File: src/rtl/presenter_pkg.sv
package presenter_pkg;
  // Strobes from control to datapath, one per state-changing action.
  typedef struct packed {
    logic ackRead;      // capture acknowledge word
    logic ackTake;      // promote pending priority (flag was set)
    logic cpprLoad;     // load written threshold
    logic notifyMerge;  // merge an in-range notification
  } presenterStrobes_t;
endpackage

File: src/rtl/presenter_lzc.sv
module presenter_lzc #(
  parameter int LEVELS = 8,
  parameter int OUT_W  = 8
) (
  input  logic [LEVELS-1:0] pendVec,
  output logic [OUT_W-1:0]  favored
);
  // Lowest pending level = leading zeros counted from the MSB.
  always_comb begin
    favored = '1;
    for (int p = LEVELS - 1; p >= 0; p--) begin
      if (pendVec[LEVELS-1-p]) favored = OUT_W'(p);
    end
  end
endmodule

File: src/rtl/presenter_ctrl.sv
module presenter_ctrl
  import presenter_pkg::*;
#(
  parameter int LEVELS   = 8,
  parameter int NOTIFY_W = 4
) (
  input  logic                clk,
  input  logic                rstN,
  input  logic                notifyValid,
  input  logic [NOTIFY_W-1:0] notifyPrio,
  input  logic                cpprWrEn,
  input  logic                ackEn,
  input  logic                hitNext,
  output presenterStrobes_t   strobes,
  output logic                excBit,
  output logic                ackValid
);
  logic prioInRange;
  logic excNext;

  assign prioInRange = (int'(notifyPrio) < LEVELS);

  always_comb begin
    strobes.ackRead     = ackEn;
    strobes.ackTake     = ackEn & excBit;
    strobes.cpprLoad    = cpprWrEn;
    strobes.notifyMerge = notifyValid & prioInRange;
  end

  // The acknowledge drops the flag first; the merged comparison may set it again.
  assign excNext = (excBit & ~ackEn) | hitNext;

  always_ff @(posedge clk or negedge rstN) begin
    if (!rstN) begin
      excBit   <= 1'b0;
      ackValid <= 1'b0;
    end else begin
      excBit   <= excNext;
      ackValid <= ackEn;
    end
  end
endmodule

File: src/rtl/presenter_dp.sv
module presenter_dp
  import presenter_pkg::*;
#(
  parameter int LEVELS   = 8,
  parameter int PRIO_W   = 8,
  parameter int NOTIFY_W = 4
) (
  input  logic                  clk,
  input  logic                  rstN,
  input  presenterStrobes_t     strobes,
  input  logic [NOTIFY_W-1:0]   notifyPrio,
  input  logic [PRIO_W-1:0]     cpprWrData,
  input  logic                  excBit,
  output logic                  hitNext,
  output logic [2*PRIO_W-1:0]   ackData
);
  localparam int ACK_W = 2 * PRIO_W;

  logic [LEVELS-1:0] pendBuf, pendAfterAck, pendNext, setVec, clrVec;
  logic [PRIO_W-1:0] cppr, cpprAfterAck, cpprNext;
  logic [PRIO_W-1:0] curPipr, nextPipr;

  presenter_lzc #(.LEVELS(LEVELS), .OUT_W(PRIO_W)) curLzc_i (
    .pendVec(pendBuf), .favored(curPipr));

  presenter_lzc #(.LEVELS(LEVELS), .OUT_W(PRIO_W)) nextLzc_i (
    .pendVec(pendNext), .favored(nextPipr));

  // One-hot decoders: priority p maps to bit (LEVELS-1-p).
  for (genvar i = 0; i < LEVELS; i++) begin : g_decode
    assign setVec[i] = (int'(notifyPrio) == LEVELS - 1 - i);
    assign clrVec[i] = (int'(curPipr) == LEVELS - 1 - i);
  end

  always_comb begin
    pendAfterAck = strobes.ackTake ? (pendBuf & ~clrVec) : pendBuf;
    cpprAfterAck = strobes.ackTake ? curPipr : cppr;
    cpprNext     = strobes.cpprLoad ? cpprWrData : cpprAfterAck;
    pendNext     = pendAfterAck | (strobes.notifyMerge ? setVec : '0);
  end

  assign hitNext = (nextPipr < cpprNext);

  always_ff @(posedge clk or negedge rstN) begin
    if (!rstN) begin
      pendBuf <= '0;
      cppr    <= '0;
      ackData <= '0;
    end else begin
      pendBuf <= pendNext;
      cppr    <= cpprNext;
      if (strobes.ackRead)
        ackData <= {excBit, {(PRIO_W-1){1'b0}}, cpprAfterAck};
    end
  end

  logic unusedWidth;
  assign unusedWidth = ^ACK_W;
endmodule

File: src/rtl/prio_presenter_ctx.sv
module prio_presenter_ctx
  import presenter_pkg::*;
#(
  parameter int LEVELS   = 8,
  parameter int PRIO_W   = 8,
  parameter int NOTIFY_W = 4
) (
  input  logic                clk,
  input  logic                rstN,
  input  logic                notifyValid,
  input  logic [NOTIFY_W-1:0] notifyPrio,
  input  logic                cpprWrEn,
  input  logic [PRIO_W-1:0]   cpprWrData,
  input  logic                ackEn,
  output logic                ackValid,
  output logic [2*PRIO_W-1:0] ackData,
  output logic                irqOut
);
  presenterStrobes_t strobes;
  logic excBit;
  logic hitNext;

  presenter_ctrl #(.LEVELS(LEVELS), .NOTIFY_W(NOTIFY_W)) ctrl_i (
    .clk(clk), .rstN(rstN), .notifyValid(notifyValid), .notifyPrio(notifyPrio),
    .cpprWrEn(cpprWrEn), .ackEn(ackEn), .hitNext(hitNext),
    .strobes(strobes), .excBit(excBit), .ackValid(ackValid));

  presenter_dp #(.LEVELS(LEVELS), .PRIO_W(PRIO_W), .NOTIFY_W(NOTIFY_W)) dp_i (
    .clk(clk), .rstN(rstN), .strobes(strobes), .notifyPrio(notifyPrio),
    .cpprWrData(cpprWrData), .excBit(excBit), .hitNext(hitNext), .ackData(ackData));

  assign irqOut = excBit;
endmodule

File: config.mk
export PLATFORM = sky130hd
export DESIGN_NAME = prio_presenter_ctx
export DESIGN_NICKNAME = d
export VERILOG_FILES = /design/src/rtl/presenter_pkg.sv /design/src/rtl/presenter_lzc.sv /design/src/rtl/presenter_ctrl.sv /design/src/rtl/presenter_dp.sv /design/src/rtl/prio_presenter_ctx.sv
export SDC_FILE = /design/constraint.sdc
export NUM_CORES = 1
export LEC_CHECK = 0
export BUFFER_PORTS_ARGS = -buffer_cell sky130_fd_sc_hd__buf_4
export CAP_MARGIN = 0
export CORE_MARGIN = 3
export CORE_UTILIZATION = 44
export DETAILED_ROUTE_END_ITERATION = 10
export PLACE_DENSITY = 0.72
export SLEW_MARGIN = 20
export SYNTH_ARGS = -nofsm -noshare
export SYNTH_HDL_FRONTEND = slang
export SYNTH_SLANG_ARGS = --single-unit
File: constraint.sdc
create_clock -name clk -period 4.35 [get_ports clk]
set_clock_uncertainty 0.15 [all_clocks]
set_input_delay 0.435 -clock clk [delete_from_list [all_inputs] [get_ports clk]]
set_output_delay 0.435 -clock clk [all_outputs]
set_load 0.02 [all_outputs]
==> results of run 1 <==
[cells by family (layout without fill, tap and decap cells)]
logic type	count (synthesis)	count (layout)	share of synthesized area, %
and+or+nand+nor	59	59	20.19
AOI/OAI and AO/OA	55	55	23.77
DFF	27	27	42.09
buffers and inverters	25	43	7.638
adders and majority gates	7	7	5.456
other	1	7	0.2336
muxes	1	1	0.6236
[layout make-up]
type	instances	area [um^2]
clock buffer	4	26.28
fill	339	1573
inverter	11	41.29
multi-input combinational	129	829.5
sequential	27	675.6
tap	46	57.56
timing repair buffer	28	212.7
[metal layers]
layer  share of wire, %  wire length, um  vias up  track usage (%)
met5                  0                0        -                0
met2                 48             1712       58            28.13
met3                7.1              252        6            2.891
met1                 44             1552      642            23.51
li1                   -                -      663                -
met4                1.1               38        0            6.599
[report_power, final]
| part | switching, mW | internal [mW] | leakage [nW] |
|---|---|---|---|
| Combinational | 0.256 | 0.197 | 0.513 |
| Clock | 0.0724 | 0.0358 | 0.0150 |
| Sequential | 0.0495 | 0.308 | 0.331 |
[metrics by stage]
stage | area, um^2 | util [%] | total power [mW] | hold WS (ns) | setup WS, ns
4_1_cts | 1843 | 53.96 | 0.9200 | 0.1858 | 0.7122
5_1_grt | 1843 | 53.96 | 0.9946 | 0.1658 | 0.3913
3_5_place_dp | 1807 | 52.89 | 0.8115 | 0.2139 | 0.6983
3_3_place_gp | 1807 | 52.89 | 0.7933 | 0.2105 | 0.9127
2_1_floorplan | 1628 | - | 0.6786 | -0.01059 | 1.249
6_report | 1843 | 53.96 | 0.9183 | 0.1863 | 0.7001
[cell usage after synthesis, types with 2 or more instances]
cell type,number
o21ai_0,7
ha_1,7
inv_1,11
and4bb_1,2
a22oi_1,2
a31oi_1,8
nand2_1,13
buf_4,7
o21ai_1,7
nand2b_1,10
o21a_1,8
nor2_1,17
o31ai_1,2
nand3b_1,2
nor3_1,3
a21oi_1,9
a21o_1,2
buf_2,2
clkbuf_1,4
dfrtp_1,27
or2_1,2
[final timing paths]
check | end | slack (ns) | cells past startpoint
min in group asynchronous | dp_i.ackData[7] | 0.39 | 2
setup / recovery | ctrl_i.excBit | 0.70 | 11
hold / removal | dp_i.cppr[6] | 0.19 | 3
setup reg to reg | ctrl_i.excBit | 0.70 | 11
max in group asynchronous | dp_i.cppr[2] | 3.41 | 2
hold reg to reg | dp_i.ackData[1] | 0.38 | 2
[flip-flops by register name, summed over array words and instances, names as in the netlist]
name	count
ctrl_i.excBit	1
dp_i.cppr	8
ctrl_i.ackValid	1
dp_i.pendBuf	8
dp_i.ackData	9
[worst max-delay path, stage by stage (launching register included)]
cell and delay (ns):
dfrtp_1 0.58, nand2_1 0.34, o21a_1 0.28, a21o_2 0.20
nor3_1 0.24, and4bb_1 0.36, ha_1 0.30, a21oi_1 0.15
o21ai_0 0.21, a2111oi_4 0.38, o311ai_1 0.15, o31ai_1 0.23
==> summary.txt, run 1 <==
Floorplan
  • Io pins: 35
  • Full die area: 4409 um^2
  • Die Y-Extent: 66.40 um
  • Die Width: 66.40 um
  • Initial Util: 47.00%
  • CORE AREA: 3416 um^2
  • Row count: 21

Clock network
  • CTS Sinks: 27
  • CTS root buffer: clkbuf_4
  • Inserted Clock Buffers: 3
  • Worst-Skew Late Latency: 0.32 ns
  • Max Root-Sink Buffers: 2
  • CTS resizes: 0
  • Clock slew at reported path FFs: 0.15 ns
  • H-tree Lvls: 1
  • Post-CTS setup buffer count: 0
  • Hold-fix buffers, CTS: 1
  • TritonCTS clock tree: yes

Setup path
  • Worst Path Required: 4.44 ns
  • Crit start category: flop
  • Worst-path fanout max: 14
  • Worst Path Class, Setup: flop to flop
  • Crit path DAT: 3.74 ns
  • CP endpoint kind: flop
  • Worst flop-to-flop path startpoint: ctrl_i.excBit
  • Crit path from: ctrl_i.excBit

STA
  • Final Hold Vio Count: 0
  • Peak Freq: 274.0 MHz
  • Slew margin rel.: 58.54%
  • RSZ-0062 raised after global routing: false
  • Worst-Margin Slew: 0.6132 ns
  • Final Critical Period: 3.650 ns
  • Slew Limit Fails: 0
  • Final Setup Violations: 0
  • Tcrit/Tclk final: 83.91%
  • Total Neg Setup Slack: 0 ns

Hold path
  • Hold Startpoint: cpprWrData[6]
  • Min-delay worst type: input pin to flop

Synth
  • Main synth FF type: dfrtp_1
  • Synth top area cells: dfrtp_1 (42%), ha_1 (5.5%), nor2_1 (4.0%)
  • Synth Instances: 175
  • Sequential area share after synthesis: 42.09%
  • FFs w/ async S/R, synth: 100.0%
  • Unique masters post-synth: 44
  • Mapped Avg Cell Area: 9.173 um^2
  • Mapped cell area: 1605 um^2
  • Number of enable flip-flop cells after synthesis: 0
  • Area leader, netlist: dfrtp_1
  • Yosys warnings: 0
  • Synth top area share: 42.09%
  • Yosys reg bits: 27

Routing
  • DR vias: 1369
  • Routed Antenna Nets: 0
  • Detailed Route Iter0 Violations: 121
  • Routed length per placed instance: 14.51 um
  • Via density: 5.588
  • DR DRC count: 0
  • DRT Pass-1 Iters: 7
  • WL final: 3.556 mm

Placed design
  • IO Port Bufs: 27
  • Dpl cells: 240
  • DPL Wire Length: 2.768 mm
  • Final GP Congestion: 0.8859

Layout
  • # diodes: 0
  • Final std cells w/o fill: 245
  • Highest-count cells in the layout ignoring fill and taps: dfrtp_1 (27), buf_4 (27), nor2_1 (17)
  • Share of layout cells above drive strength 1: 17.59%
  • Final layout net count: 224
  • Area Overhead vs Synth: 14.81%

Global routing
  • Initial antenna violation count: 0
  • Vias in the first global route: 1298
  • Gr usage total: 17.53%
  • Total grt overflow: 0
  • Largest net degree at the start of global routing: 28
  • First-pass GRT wire length: 5.947 mm

Pwr
  • Leakage power: 0.8595 nW
  • Maximum vdd drop: 0.1742 mV
  • Pwr dens: 498.3 nW/um^2

Status
  • Outcome: finished, final reports clean

Run
  • Max cap viols: 0
(Power assumes the default switching activity.)
==> inputs of run 2 (changes only) <==
- clock period: 4.35 -> 3.55 ns (I/O delays scaled with it)
==> summary.txt, run 2 (synthesized netlist as in run 1, its figures left out) <==
Global routing
  • Gr usage total: 17.27%
  • Initial antenna violation count: 0
  • Largest net degree at the start of global routing: 28
  • Total grt overflow: 0
  • Vias in the first global route: 1304
  • First-pass GRT wire length: 5.844 mm

Clock network
  • H-tree Lvls: 1
  • Inserted Clock Buffers: 3
  • TritonCTS clock tree: yes
  • Post-CTS setup buffer count: 0
  • CTS Sinks: 27
  • Clock slew at reported path FFs: 0.15 ns
  • Worst-Skew Late Latency: 0.33 ns
  • Max Root-Sink Buffers: 2
  • CTS root buffer: clkbuf_4

Layout
  • Largest register FFs: 9
  • Commonest non-fill, non-tap cell in the layout: buf_4
  • Highest-count cells in the layout ignoring fill and taps: buf_4 (28), dfrtp_1 (25), nor2_1 (17)
  • Largest registers: dp_i.ackData: 9 flops, dp_i.cppr: 8 flops, dp_i.pendBuf: 8 flops
  • Final std cells w/o fill: 246
  • Share of layout cells above drive strength 1: 20.00%
  • Largest Register: dp_i.ackData
  • # diodes: 0
  • Final layout net count: 225
  • Area Overhead vs Synth: 15.43%

Placed design
  • Pre-CTS setup slack: 0.1378 ns
  • Dpl cells: 241
  • Final GP Congestion: 0.8864
  • DPL Wire Length: 2.789 mm
  • IO Port Bufs: 27

STA
  • Final Critical Period: 3.305 ns
  • Tcrit/Tclk final: 93.11%
  • Final setup margin: 0.2445 ns
  • RSZ-0062 raised after global routing: false
  • Total Neg Setup Slack: 0 ns
  • Final Hold Vio Count: 0
  • Final Setup Violations: 0
  • Hold_ws: 0.09577 ns
  • Peak Freq: 302.5 MHz
  • Slew Limit Fails: 0

Floorplan
  • Die Y-Extent: 66.40 um
  • Initial Util: 47.00%
  • Full die area: 4409 um^2
  • Die Width: 66.40 um
  • Row count: 21
  • Io pins: 35
  • CORE AREA: 3416 um^2

Setup path
  • Worst-path fanout max: 8
  • Critical-path top delay cell: dfrtp_2
  • Worst Path Class, Setup: flop to flop
  • Worst stage delay on the critical path: 0.50 ns
  • R2R setup slack: 0.24 ns
  • Worst Path Required: 3.65 ns
  • Crit start category: flop
  • CP endpoint kind: flop
  • Crit path DAT: 3.40 ns
  • CP cell instances: and4bb_2 > nand3_1 > o31ai_1 > o21ai_1 > and4bb_2 > ha_1 > a21oi_1 > o21ai_1 > a2111oi_4 > o311ai_1 > o31ai_1

Run
  • Max cap viols: 0

Hold path
  • Min-delay worst type: input pin to flop

Routing
  • Via density: 5.569
  • Detailed Route Iter0 Violations: 91
  • Routed Antenna Nets: 0
  • DRT Pass-1 Iters: 4
  • Routed length per placed instance: 14.57 um
  • WL final: 3.584 mm
  • DR DRC count: 0
  • DR vias: 1370

Status
  • Outcome: finished, final reports clean

Pwr
  • Leakage power: 0.8579 nW
  • Pwr dens: 614.4 nW/um^2
  • Maximum vdd drop: 0.2438 mV
run 2: cell count changes in the layout (fill, tap and decap cells not counted), sizes merged:
cell,change
buf,+1
run 2: stage by stage:
stage / total power [mW] / utilization (%) / area, um^2
5_1_grt: 1.220 / 54.25 / 1853
4_1_cts: 1.134 / 54.18 / 1851
2_1_floorplan: 0.8316 / - / 1628
6_report: 1.138 / 54.25 / 1853
3_3_place_gp: 0.9734 / 53.11 / 1814
3_5_place_dp: 0.9959 / 53.11 / 1814
run 2: timing repair:
action,in CTS,in global routing
hold endpoints to repair,27,0
gates resized for setup,0,5
hold buffers,1,0
endpoints found under the setup margin,0,1
run 2: path summary, 6_finish.rpt:
path / end / start / cells after the start
worst max-delay path: ctrl_i.excBit / dp_i.pendBuf[7] / 11
worst min-delay path: dp_i.cppr[7] / cpprWrData[7] / 3
worst max register to register: ctrl_i.excBit / dp_i.pendBuf[7] / 11
worst min register to register: dp_i.ackData[1] / dp_i.ackData[1] / 2
max in group asynchronous: ctrl_i.excBit / rstN / 2
min in group asynchronous: dp_i.ackData[5] / rstN / 2
run 2: power breakdown:
| group | internal, mW | switching, mW |
|---|---|---|
| clock | 0.0442 | 0.0949 |
| sequential | 0.379 | 0.0606 |
| combinational | 0.249 | 0.311 |
run 2: routing by layer:
metal  routed length [um]  share of wire, %  up-vias  global-route usage [%]
met4                   51               1.4        0                   7.360
li1                     -                 -      659                       -
met3                  212               5.9        5                   1.701
met5                    0                 0        -                       0
met2                 1689                47       49                   26.52
met1                 1630                45      657                   24.52
run 2: final cells by class:
| cell class | instances | area (um^2) |
|---|---|---|
| clock buffer | 4 | 26.28 |
| fill | 314 | 1563 |
| inverter | 11 | 41.29 |
| multi-input combinational | 129 | 829.5 |
| sequential | 27 | 678.2 |
| tap | 46 | 57.56 |
| timing repair buffer | 29 | 220.2 |
run 2: worst max-delay path, delay by kind of cell (launching register included):
family                   cells  cell delay, ns
AO/OA/AOI/OAI                7            1.39
AND/OR/NAND/NOR              3            0.90
flip-flops                   1            0.50
adder cells (fa/ha/maj)      1            0.28
==> inputs of run 3 (changes only) <==
- CORE_UTILIZATION: 44 -> 51
- PLACE_DENSITY: 0.72 -> 0.81
- SLEW_MARGIN: 20 -> unset
==> summary.txt, run 3 (synthesized netlist as in run 1, its figures left out) <==
Status
  • Outcome: finished, final reports clean

Layout
  • Area Overhead vs Synth: 16.84%
  • Filler cells: 224
  • Share of layout cells above drive strength 1: 21.67%
  • # diodes: 0
  • Commonest non-fill, non-tap cell in the layout: buf_4
  • Final layout net count: 228
  • Largest registers: dp_i.ackData: 9 flops, dp_i.cppr: 8 flops, dp_i.pendBuf: 8 flops
  • Largest Register: dp_i.ackData
  • Highest-count cells in the layout ignoring fill and taps: buf_4 (31), dfrtp_1 (26), nor2_1 (17)
  • Multi-input logic area: 834.6 um^2
  • Largest register FFs: 9
  • Storage element area: 676.9 um^2
  • Final std cells w/o fill: 245

Global routing
  • First-pass GRT wire length: 6.423 mm
  • Initial antenna violation count: 0
  • Total grt overflow: 0
  • Vias in the first global route: 1357
  • Gr usage total: 20.64%
  • Largest net degree at the start of global routing: 28

Routing
  • WL final: 3.707 mm
  • Routed Antenna Nets: 0
  • DR vias: 1412
  • Routed length per placed instance: 15.13 um
  • Detailed Route Iter0 Violations: 115
  • DR DRC count: 0
  • Via density: 5.763
  • DRT Pass-1 Iters: 4

Floorplan
  • Full die area: 3857 um^2
  • Die Y-Extent: 62.11 um
  • Die Width: 62.11 um
  • CORE AREA: 2877 um^2
  • Io pins: 35
  • Initial Util: 55.81%
  • Row count: 19

STA
  • Slew margin rel.: 67.06%
  • Peak Freq: 292.3 MHz
  • Final Setup Violations: 0
  • Final Hold Vio Count: 0
  • Total Neg Setup Slack: 0 ns
  • Final Critical Period: 3.421 ns
  • Worst-Margin Slew: 0.4872 ns
  • Hold_ws: 0.1022 ns
  • Final setup margin: 0.1290 ns
  • Slew Limit Fails: 0
  • Tcrit/Tclk final: 96.37%

Run
  • Max cap viols: 0

Hold path
  • Min-delay worst type: input pin to flop

Setup path
  • Worst Path Class, Setup: flop to flop
  • CP cell instances: and4bb_2 > nand3_1 > o31ai_1 > o21ai_1 > and4bb_2 > ha_1 > a21oi_1 > o21ai_0 > a2111oi_4 > o311ai_1 > o31ai_1
  • CP endpoint kind: flop
  • Worst-path fanout max: 5
  • Crit path DAT: 3.50 ns
  • Buffer and inverter count on the worst path: 0
  • Worst stage delay on the critical path: 0.45 ns
  • Worst Path Required: 3.63 ns
  • Crit start category: flop
  • Largest delay contributor family on the critical path: compound AO/OA/AOI/OAI gates
  • R2R setup slack: 0.13 ns
  • Critical-path top delay cell: dfrtp_1

Pwr
  • Leakage power: 0.8781 nW
  • Maximum vdd drop: 0.3367 mV
  • Pwr dens: 618.0 nW/um^2

Clock network
  • Inserted Clock Buffers: 3
  • Worst-Skew Late Latency: 0.33 ns
  • H-tree Lvls: 1
  • Max Root-Sink Buffers: 2
  • TritonCTS clock tree: yes
  • CTS root buffer: clkbuf_4
  • CTS Sinks: 27
  • Clock slew at reported path FFs: 0.14 ns

Placed design
  • Dpl cells: 238
  • Pre-CTS setup slack: 0.08548 ns
  • IO Port Bufs: 27
  • Final GP Congestion: 0.9269
  • DPL Wire Length: 2.868 mm
run 3: cell count changes in the layout (fill, tap and decap cells not counted), sizes merged:
cell    delta
buf        +3
clkbuf     -1
clkinv     +1
run 3: metrics by stage:
| stage | util, % | cell area [um^2] | total power [mW] |
|---|---|---|---|
| 4_1_cts | 64.46 | 1854 | 1.141 |
| 3_5_place_dp | 63.16 | 1817 | 1.006 |
| 3_3_place_gp | 63.16 | 1817 | 0.9779 |
| 6_report | 65.20 | 1876 | 1.159 |
| 2_1_floorplan | - | 1628 | 0.8316 |
| 5_1_grt | 65.20 | 1876 | 1.249 |
run 3: worst register-to-register path: cells and delay by family, from the launching register on:
| kind | cells | cell delay [ns] |
|---|---|---|
| adder cells (fa/ha/maj) | 1 | 0.28 |
| flip-flops | 1 | 0.45 |
| AND/OR/NAND/NOR | 3 | 0.89 |
| AO/OA/AOI/OAI | 7 | 1.55 |
run 3: what timing repair did:
item	4_1_cts	5_1_grt
setup endpoints to repair	0	1
hold buffers	1	0
setup buffers	0	2
gates resized for setup	0	4
hold endpoints to repair	27	0
run 3: path summary, 6_finish.rpt:
check,startpoint,to,cells past startpoint
worst max-delay path,dp_i.pendBuf[6],ctrl_i.excBit,11
worst min-delay path,cpprWrData[6],dp_i.cppr[6],3
worst max register to register,dp_i.pendBuf[6],ctrl_i.excBit,11
worst min register to register,dp_i.ackData[1],dp_i.ackData[1],2
max in group asynchronous,rstN,ctrl_i.excBit,2
min in group asynchronous,rstN,dp_i.ackData[4],2
run 3: report_power, final:
group	switching [mW]	total [mW]	internal, mW	leakage [nW]
registers	0.0525	0.431	0.378	0.330
clock network	0.0914	0.134	0.0423	0.0177
logic	0.331	0.594	0.263	0.530
total	0.475	1.16	0.684	0.878
run 3: layout make-up:
| cell class | instances | share of cell area [%] |
|---|---|---|
| well taps | 42 | 2.802 |
| multi-input cells | 129 | 44.50 |
| clock buffers | 3 | 1.201 |
| inverters | 11 | 2.201 |
| repair buffers | 32 | 12.94 |
| flip-flops and latches | 27 | 36.09 |
| clock inverters | 1 | 0.2668 |
run 3: routing by layer:
metal	wire length, um	global-route usage, %	share of wire [%]
met1	1619	29.51	44
met2	1739	31.99	47
met3	305	3.423	8.2
met4	42	6.906	1.1
met5	0	0	0
